[src/rtl/rxe_pkg.sv]
package rxe_pkg;
  localparam int unsigned REG_W = 8;
  typedef logic [REG_W-1:0] reg_t;

  // strobes that survive the enable register
  function automatic reg_t gate_hits(reg_t strobes, reg_t enables);
    return strobes & enables;
  endfunction

  // mask with the n lowest bits set
  function automatic reg_t low_ones(int unsigned n);
    reg_t r;
    for (int unsigned i = 0; i < REG_W; i++) r[i] = (i < n);
    return r;
  endfunction

  // sources active now that were not active one cycle ago
  function automatic reg_t fresh_hits(reg_t now_hits, reg_t prev_hits);
    return now_hits & ~prev_hits;
  endfunction

  // sticky update: read wipes old contents, new hits always land
  function automatic reg_t sticky_next(reg_t cur, reg_t hits, logic rd);
    return (rd ? '0 : cur) | hits;
  endfunction
endpackage

[src/rtl/rxe_enable_reg.sv]
module rxe_enable_reg
  import rxe_pkg::*;
#(
  parameter int unsigned N_SRC = 7
) (
  input  logic clk,
  input  logic rst_n,
  input  logic wr,
  input  reg_t wr_data,
  output reg_t en_o
);
  localparam reg_t KEEP = low_ones(N_SRC);

  reg_t en_q;

  always_ff @(posedge clk) begin
    if (!rst_n)  en_q <= '0;
    else if (wr) en_q <= wr_data & KEEP;
  end

  assign en_o = en_q;

  // the enable value only moves on a write
  a_r11_enable_stable: assert property (@(posedge clk) disable iff (!rst_n)
    !wr |=> $stable(en_q));
  // unstored bits stay zero after any write
  a_r1_unused_clear: assert property (@(posedge clk) disable iff (!rst_n)
    wr |=> (en_q & ~KEEP) == '0);
endmodule

[src/rtl/rxe_status_reg.sv]
module rxe_status_reg
  import rxe_pkg::*;
(
  input  logic clk,
  input  logic rst_n,
  input  reg_t hits,
  input  logic rd,
  output reg_t stat_o
);
  reg_t stat_q;

  always_ff @(posedge clk) begin
    if (!rst_n) stat_q <= '0;
    else        stat_q <= sticky_next(stat_q, hits, rd);
  end

  assign stat_o = stat_q;

  // every enabled hit is recorded
  a_r2_hit_latched: assert property (@(posedge clk) disable iff (!rst_n)
    hits != '0 |=> (stat_q & $past(hits)) == $past(hits));
  // bits persist while nobody reads
  a_r2_sticky: assert property (@(posedge clk) disable iff (!rst_n)
    !rd |=> (stat_q & $past(stat_q)) == $past(stat_q));
  // a quiet read empties the register
  a_r4_read_clears: assert property (@(posedge clk) disable iff (!rst_n)
    (rd && hits == '0) |=> stat_q == '0);
  // a coincident hit survives the read
  a_r5_hit_beats_read: assert property (@(posedge clk) disable iff (!rst_n)
    rd |=> stat_q == $past(hits));
endmodule

[src/rtl/rxe_event_out.sv]
module rxe_event_out
  import rxe_pkg::*;
#(
  parameter int unsigned N_HOLD = 5,
  parameter int unsigned HOLD_W = 2
) (
  input  logic              clk,
  input  logic              rst_n,
  input  reg_t              hits,
  input  logic [HOLD_W-1:0] hold_cfg,
  output logic              pin,
  output logic              irq,
  output logic              hold_req
);
  localparam reg_t HOLD_SET = low_ones(N_HOLD);

  reg_t hits_q;
  reg_t rise;
  reg_t hold_hits;

  always_ff @(posedge clk) begin
    if (!rst_n) hits_q <= '0;
    else        hits_q <= hits;
  end

  assign rise      = fresh_hits(hits, hits_q);
  assign hold_hits = hits & HOLD_SET;
  assign pin       = |hits;
  assign irq       = |rise;
  assign hold_req  = (hold_cfg != '0) && (|hold_hits);

  // an interrupt always coincides with the error level
  a_r7_irq_with_pin: assert property (@(posedge clk) disable iff (!rst_n)
    irq |-> pin);
  // an unchanged set of hits gives no new pulse
  a_r7_no_repeat: assert property (@(posedge clk) disable iff (!rst_n)
    $stable(hits) |-> !irq);
  // CRC-only errors never hold the sample
  a_r9_crc_no_hold: assert property (@(posedge clk) disable iff (!rst_n)
    ((hits & HOLD_SET) == '0) |-> !hold_req);
  // hold disabled by configuration
  a_r8_cfg_off: assert property (@(posedge clk) disable iff (!rst_n)
    (hold_cfg == '0) |-> !hold_req);
endmodule

[src/rtl/rx_err_gate.sv]
module rx_err_gate
  import rxe_pkg::*;
#(
  parameter int unsigned N_SRC  = 7,
  parameter int unsigned N_HOLD = 5,
  parameter int unsigned HOLD_W = 2
) (
  input  logic              clk,
  input  logic              rst_n,
  input  logic [N_SRC-1:0]  err_strobe,
  input  logic              en_wr,
  input  logic [REG_W-1:0]  en_wr_data,
  input  logic [HOLD_W-1:0] hold_cfg,
  input  logic              stat_rd_en,
  output logic [REG_W-1:0]  stat_rd_data,
  output logic              err_pin,
  output logic              err_irq,
  output logic              hold_req
);
  reg_t en_val;
  reg_t strobe_ext;
  reg_t err_hit;
  reg_t stat_val;

  assign strobe_ext = reg_t'(err_strobe);

  rxe_enable_reg #(.N_SRC(N_SRC)) u_en (
    .clk     (clk),
    .rst_n   (rst_n),
    .wr      (en_wr),
    .wr_data (en_wr_data),
    .en_o    (en_val)
  );

  assign err_hit = gate_hits(strobe_ext, en_val);

  rxe_status_reg u_stat (
    .clk    (clk),
    .rst_n  (rst_n),
    .hits   (err_hit),
    .rd     (stat_rd_en),
    .stat_o (stat_val)
  );

  rxe_event_out #(.N_HOLD(N_HOLD), .HOLD_W(HOLD_W)) u_evt (
    .clk      (clk),
    .rst_n    (rst_n),
    .hits     (err_hit),
    .hold_cfg (hold_cfg),
    .pin      (err_pin),
    .irq      (err_irq),
    .hold_req (hold_req)
  );

  assign stat_rd_data = stat_val;

  // the pin needs an enabled strobe behind it
  a_r3_pin_needs_enable: assert property (@(posedge clk) disable iff (!rst_n)
    err_pin |-> (strobe_ext & en_val) != '0);
  // an enabled strobe always shows on the pin
  a_r6_pin_follows: assert property (@(posedge clk) disable iff (!rst_n)
    ((strobe_ext & en_val) != '0) |-> err_pin);
  // top status bit never set
  a_r1_top_bit_zero: assert property (@(posedge clk) disable iff (!rst_n)
    !stat_rd_data[REG_W-1]);
endmodule

[config.mk]
export PLATFORM = sky130hd
export DESIGN_NAME = rx_err_gate
export DESIGN_NICKNAME = d
export VERILOG_FILES = /design/src/rtl/rxe_pkg.sv /design/src/rtl/rxe_enable_reg.sv /design/src/rtl/rxe_status_reg.sv /design/src/rtl/rxe_event_out.sv /design/src/rtl/rx_err_gate.sv
export SDC_FILE = /design/constraint.sdc
export NUM_CORES = 1
export LEC_CHECK = 0
export BUFFER_PORTS_ARGS = -buffer_cell sky130_fd_sc_hd__buf_2
export CORE_AREA = 2 2 43 45
export DETAILED_ROUTE_END_ITERATION = 12
export DIE_AREA = 0 0 45 47
export PLACE_DENSITY = 0.85
export SYNTH_ARGS = -nofsm -noshare
export SYNTH_HDL_FRONTEND = slang
export SYNTH_SLANG_ARGS = --single-unit
[constraint.sdc]
create_clock -name clk -period 1.7 [get_ports clk]
set_input_delay 0.085 -clock clk [delete_from_list [all_inputs] [get_ports clk]]
set_output_delay 0.085 -clock clk [all_outputs]
set_load 0.01 [all_outputs]
==> Word-level counts from Yosys, hierarchy flattened <==
Cells that the tools add are included.
{ "totals": {"ff_bits": 23, "wordCells": 13} }
{ "classes": {"mux": 1, "bitwise_logic": 4, "n_reduce_logical": 5} }
{ "ops": {"columns": ["operator", "count"], "rows": [
  ["$reduce_or 8->1", 2],
  ["$and 7x8->8", 1],
  ["$mux 8", 1],
  ["$not 8->8", 1],
  ["$or 8x7->8", 1],
  ["$and 7x7->7", 1],
  ["$reduce_or 5->1", 1],
  ["$reduce_bool 2->1", 1],
  ["$logic_and 1x1->1", 1]
]} }

==> Longest topological paths before layout <==
Gate-level depths: netlist of the first run.
{ "logic_depth": {"ltp_word": 3, "depth_mapped": 3} }

==> By module <==
From an unflattened synthesis of the first run, not the netlist that was laid out.
{ "unflattened": {"cells_unflattened": 91, "area_unflattened_um2": 898.4} }
{ "modules_own_cells": {"columns": ["module", "instances", "cells_each", "area_each_um2", "seq_area_each_um2"], "rows": [
  ["rxe_event_out", 1, 34, 299.0, 160.2],
  ["rxe_enable_reg", 1, 24, 276.5, 140.1],
  ["rxe_status_reg", 1, 25, 275.3, 160.2],
  ["rx_err_gate", 1, 8, 47.5, 0.0]
]} }

==> Worst setup path after synthesis of the first run <==
OpenSTA, ideal clock, no wires.
{ "synth_path": {"path_type": "flip-flop to output port", "start": "register u_en.en_q[3], in the netlist u_en.en_o[3]", "end": "output port err_pin", "arrival_time_ns": 0.887, "required_time_ns": 1.615, "setup_slack_ns": 0.728, "stages_incl_launch_ff": 4, "n_path_buf": 0, "cell_sequence": "dfxtp_1 > a22oi_1 > nand4_1 > a221o_1"} }
{ "synth_via": {"elab_chain_cells": 2} }
{ "synth_rtl": {"columns": ["item", "line_no", "source"], "rows": [
  ["from (decl)", "rxe_enable_reg.sv:14", "reg_t en_q;"],
  ["from (signal assigned)", "rxe_enable_reg.sv:18", "else if (wr) en_q <= wr_data & KEEP;"],
  ["$and 7x7->7", "rxe_pkg.sv:7", "return strobes & enables;"],
  ["$reduce_or 8->1", "rxe_event_out.sv:28", "assign pin = |hits;"],
  ["to (decl)", "rx_err_gate.sv:16", "output logic err_pin,"]
]} }
No other way between the ends.

==> Worst setup path after layout of the first run <==
{ "layout_path": {"start": "register u_en.en_q[5], in the netlist u_en.en_o[5]", "end": "output port err_irq"} }
{ "layout_via": {"elab_chain_cells": 3} }
{ "layout_rtl": {"columns": ["item", "line_no", "source"], "rows": [
  ["$and 7x7->7", "rxe_pkg.sv:7", null],
  ["$and 7x8->8", "rxe_pkg.sv:19", "return now_hits & ~prev_hits;"],
  ["$reduce_or 8->1", "rxe_event_out.sv:29", "assign irq = |rise;"],
  ["to (decl)", "rx_err_gate.sv:17", "output logic err_irq,"]
]} }
No other way between the ends.

==> results of run 1 <==
## through the flow
stage | setup slack (ns) | total power [mW] | hold WS [ns]
2_1_floorplan | 0.728 | 0.593 | 0.255
5_1_grt | 0.149 | 0.905 | 0.0249
6_report | 0.234 | 0.866 | 0.0277
3_5_place_dp | 0.572 | 0.640 | 0.350
4_1_cts | 0.219 | 0.871 | 0.0236
3_3_place_gp | 0.559 | 0.637 | 0.340
## layer usage
layer	routed length, um	up-vias	GRT usage (%)
met1	602	257	17.9
met2	708	17	25.4
met4	41	0	12.4
li1	-	304	-
met5	0	-	0
met3	89	4	3.08
## cell usage in the layout, fill, tap and decap left out
cell type   n
nor2b_1     7
o21a_1      1
and3_1      6
o22ai_1     2
nand3b_1    1
nand2_1     6
clkbuf_4    3
and2b_1     1
conb_1      1
clkbuf_1    1
a21o_1      7
mux2i_1     7
o221ai_1    1
dfxtp_1    21
nand4_1     1
a221o_1     1
and3_2      1
or3_1       1
buf_2      29
a22oi_1     1
## worst max path at each step
stage / cells past startpoint / slack (ns) / from / end
finish: 4 / 0.23 / u_en.en_o[5] / err_irq
floorplan: 3 / 0.73 / u_en.en_o[3] / err_pin
global route: 4 / 0.15 / u_en.en_o[1] / err_pin
global placement: 4 / 0.56 / u_en.en_o[5] / err_irq
CTS: 4 / 0.22 / u_en.en_o[5] / err_irq
detailed placement: 4 / 0.57 / u_en.en_o[5] / err_irq
## tightest hold or removal path, delay by kind of cell
family	cells	cell delay, ns
muxes	1	0.05
and+or+nand+nor	1	0.09
buffers and inverters	1	0.07
## power groups by stage
stage,Clock (mW),Combinational [mW],Sequential (mW)
after floorplan,0,0.0584,0.534
after global placement,0,0.104,0.534
after detailed placement,0,0.105,0.535
after CTS,0.242,0.106,0.524
after global routing,0.263,0.116,0.527
final,0.238,0.104,0.523
## registers in the layout, summed over array words and instances (netlist names)
signal and cells:
u_en.en_o 7, u_stat.stat_o 7, u_evt.hits_q 7
## cell type report
type,instances,share of cell area [%]
flip-flops and latches,21,45.5
well taps,17,2.30
clock buffers,4,2.84
multi-input cells,45,33.7
repair buffers,29,15.7
## cells in the mapped netlist, drive strengths merged
master  number
and2b        1
mux2i        7
dfxtp       21
buf          3
a221o        1
or3          1
conb         1
o221ai       1
nand2        6
o21a         1
nand3b       1
o22ai        2
nor2b        7
and3         7
nand4        1
a22oi        1
a21o         7
## cells by family (layout without fill, tap and decap cells)
group,after synthesis,count (layout),synth area share [%]
buf+inv,3,33,2.34
other cells,1,1,0.500
simple gates,24,24,18.5
flops,21,21,56.1
compound gates,13,13,13.2
mux,7,7,9.35
==> results_dict.tcl, run 1 <==
set metrics [dict create \
    grt_pass1_wl_um 2280 \
    area_delta_synth_final_pct 23.4 \
    cp_cell_sequence "nand3b_1, o221ai_1, or3_1, buf_2" \
    setup_viol 0 \
    rows 15 \
    die_h_um 47 \
    grt_remaining_overflow 0 \
    start_util_pct 45.4 \
    dpl.cell_count 112 \
    critPathTopFamily "simple AND/OR/NAND/NOR gates" \
    multi_input_area_um2 312 \
    die_w_um 45 \
    ir_worst_vdd_mv 0.609 \
    antenna_cells 0 \
    cts_buffer_depth 2 \
    hp-start "en_wr_data[4]" \
    worstSetupEndpointType "output pin" \
    reg2reg_to "u_stat.stat_o[6]" \
    layout.cells.non_filler 116 \
    dpl_cell_area_um2 898 \
    post-cts-setup-buffer-count 0 \
    utilization_pct 56.0 \
    cap_violations 0 \
    hold_path_class "input pin to flop" \
    synth_top_cell_area_share_pct 56.1 \
    cp_num_buf_inv 1 \
    synth_nets 90 \
    postCtsHoldBufs 0 \
    firstDrtPassIters 3 \
    grt_pass1_vias 556 \
    ys_ff_latch 21 \
    ys_types 19 \
    leakage_nw 0.518 \
    p_int_mw 0.658 \
    drv_slew 0 \
    wirelength_um 1440 \
    max_stage_delay_ns 0.37 \
    power.share.switching_pct 24.0 \
    arrival_ns 1.38 \
    period_share_pct 86.3 \
    period_needed_ns 1.47 \
    crit_path_start_kind "flop" \
    tns_ns 0 \
    stdcell_area_um2 925 \
    whs_endpoint "u_en.en_o[4]" \
    clkTransAtPathRegs_ns 0.11 \
    clk_latency_ns 0.30 \
    port_buffers 29 \
    regArea_um2 420 \
    ys_warn_count 0 \
    viasPerCell 5.02 \
    clkSinkCount 21 \
    gp_congestion 0.738 \
    num_vias 582 \
    wl_per_cell_um 12.4 \
    syn_area_per_cell_um2 10.9 \
    p_switching_mw 0.208 \
    fp.dieArea_um2 2120 \
    cts_buffers 3 \
    num_io_pins 32 \
    cts-root-buf "clkbuf_4" \
    status "finished, final reports clean" \
    hold_viol_final 0 \
    fp.coreArea_um2 1650 \
    fmax_mhz 682 \
    path_class "flop to output pin" \
    seq_area_frac_synth_pct 56.1 \
    pwr-share-comb_pct 12.0 \
    rr_startpoint "u_en.en_o[6]" \
    clock_skew_ns 0.00202 \
    r2r_cells 2 \
    ctsHtreeMaxLevel 1 \
    drive_above_1_share_pct 33.3 \
    cp_max_fo 4 \
    holdPathStages 3 \
    cts_tree "built" \
    cp_slowest_cell "or3_1" \
    yosysTopAreaCell "dfxtp_1" \
    remaining_drc_errors 0 \
    grt_usage_pct 15.6 \
    p_seq_share_pct 60.5 \
    grt_setup_unrepaired "false" \
    ant_nets 0 \
    fillers 158 \
    fin_nets 121 \
    antenna_found_initial 0 \
    cp.required_ns 1.62 \
    syn_area_um2 749 \
    netlist_top_cells_area "dfxtp_1 (56%), mux2i_1 (9.3%), a21o_1 (7.0%), nor2b_1 (5.8%), and3_1 (5.0%)" \
    cts-resized-gates 0 \
    synthCells 69 \
    r2r_slack_ns 0.93 \
    drtIter0Drc 7 \
    grt_max_degree 16 \
    power_density_nw_per_um2 936 \
    clockPowerShare_pct 27.5 \
]
No activity file was read; power rests on OpenSTA's default activity.
==> run 2: changes to the inputs <==
--- a/config.mk
+++ b/config.mk
@@ -9,7 +9,8 @@
 export CORE_AREA = 2 2 43 45
 export DETAILED_ROUTE_END_ITERATION = 12
 export DIE_AREA = 0 0 45 47
-export PLACE_DENSITY = 0.85
+export PLACE_DENSITY = 0.84
+export RECOVER_POWER = 100
 export SYNTH_ARGS = -nofsm -noshare
 export SYNTH_HDL_FRONTEND = slang
 export SYNTH_SLANG_ARGS = --single-unit
==> run 2 against run 1 <==
Final cell count did not move; setup slack got worse by 0.042 ns; critical path type unchanged; non-clock buffer count did not move.
==> results_dict.tcl, run 2 (synthesis gave the netlist of run 1 again) <==
set metrics [dict create \
    status "finished, final reports clean" \
    clkTransAtPathRegs_ns 0.11 \
    setup_ws_ns 0.191 \
    ant_nets 0 \
    cts_tree "built" \
    num_vias 592 \
    cp_max_fo 4 \
    power_density_nw_per_um2 942 \
    clock_skew_ns 0.000877 \
    drv_slew 0 \
    tns_ns 0 \
    fin_nets 121 \
    antenna_found_initial 0 \
    cts-resized-gates 0 \
    grt_max_degree 16 \
    firstDrtPassIters 4 \
    wl_per_cell_um 12.5 \
    drive_above_1_share_pct 24.2 \
    setup_viol 0 \
    gp_congestion 0.767 \
    ir_worst_vdd_mv 0.460 \
    cts_buffer_depth 2 \
    grt_pass1_vias 551 \
    area_delta_synth_final_pct 21.9 \
    hold_path_class "input pin to flop" \
    post-cts-setup-buffer-count 0 \
    crit_start "u_en.en_o[3]" \
    wirelength_um 1460 \
    r2r_slack_ns 0.92 \
    holdPathStages 3 \
    endpoint "err_pin" \
    fp.coreArea_um2 1650 \
    remaining_drc_errors 0 \
    arrival_ns 1.42 \
    cap_violations 0 \
    dr_wl_met2_um 739 \
    grt_pass1_wl_um 2230 \
    r2r_cells 2 \
    p_total_mw 0.860 \
    crit_path_start_kind "flop" \
    period_share_pct 88.7 \
    worstSetupEndpointType "output pin" \
    grt_remaining_overflow 0 \
    top_layer "met4" \
    grt_setup_unrepaired "false" \
    clk_latency_ns 0.30 \
    pre_cts_slack_ns 0.517 \
    reg2reg_to "u_stat.stat_o[3]" \
    period_needed_ns 1.51 \
    dr_wl_met3_um 87 \
    drtIter0Drc 6 \
    met1Wirelength_um 612 \
    rows 15 \
    die_h_um 47 \
    hold_viol_final 0 \
    clkSinkCount 21 \
    final_common_cell "dfxtp_1" \
    fp.dieArea_um2 2120 \
    cp.required_ns 1.62 \
    viasPerCell 5.10 \
    port_buffers 29 \
    cts-root-buf "clkbuf_4" \
    die_w_um 45 \
    antenna_cells 0 \
    grt_usage_pct 15.1 \
    num_io_pins 32 \
    layout_common_cells "dfxtp_1 (21), buf_2 (19), clkbuf_1 (10)" \
    cts_buffers 3 \
    ctsHtreeMaxLevel 1 \
    postCtsHoldBufs 0 \
    start_util_pct 45.4 \
    path_class "flop to output pin" \
    rr_startpoint "u_en.en_o[3]" \
    fmax_mhz 663 \
    leakage_nw 0.481 \
]
## run 2: cell types whose count changed in the layout (fill, tap and decap cells not counted), sizes merged
cell / before / now
buf: 29 / 19
clkbuf: 4 / 13
clkinv: 0 / 1
## run 2: layout make-up
cell class | instances | area [um2]
clock inverters | 1 | 5.00
well taps | 17 | 21.3
flip-flops and latches | 21 | 420
repair buffers | 29 | 133
clock buffers | 3 | 22.5
multi-input cells | 45 | 312
fillers | 149 | 738
## run 2: critical path, cell delays in order, from the launching register on
cell and delay (ns):
dfxtp_1 0.35, a22oi_1 0.17, nand4_1 0.17, a221o_1 0.30, clkbuf_1 0.13
## run 2: worst min-delay path by stage
| stage | startpoint | to | slack, ns |
|---|---|---|---|
| after floorplan | en_wr_data[0] | u_en.en_o[0] | 0.25 |
| after global placement | en_wr_data[6] | u_en.en_o[6] | 0.34 |
| after detailed placement | en_wr_data[4] | u_en.en_o[4] | 0.35 |
| after CTS | en_wr_data[4] | u_en.en_o[4] | 0.03 |
| after global routing | en_wr_data[0] | u_en.en_o[0] | 0.05 |
| final | en_wr_data[1] | u_en.en_o[1] | 0.04 |
## run 2: per-stage QoR
| step | cells | hold slack (ns) | util, % | instance area [um2] |
|---|---|---|---|---|
| CTS | 116 | 0.0304 | 56.1 | 926 |
| detailed placement | 112 | 0.348 | 54.4 | 898 |
| finish | 116 | 0.0367 | 55.3 | 913 |
| floorplan | 69 | 0.255 | - | 749 |
| global route | 116 | 0.0532 | 55.3 | 913 |
| global placement | 112 | 0.341 | 54.4 | 898 |
## run 2: where the power goes
part | switching, mW | internal (mW)
combinational | 0.0503 | 0.0511
clock | 0.148 | 0.0878
sequential | 0.0120 | 0.511
## run 2: routing by layer
metal | track usage, % | vias to the layer above
met5 | 0 | -
met4 | 8.82 | 0
met3 | 1.92 | 2
met2 | 26.6 | 22
met1 | 17.7 | 266
li1 | - | 302
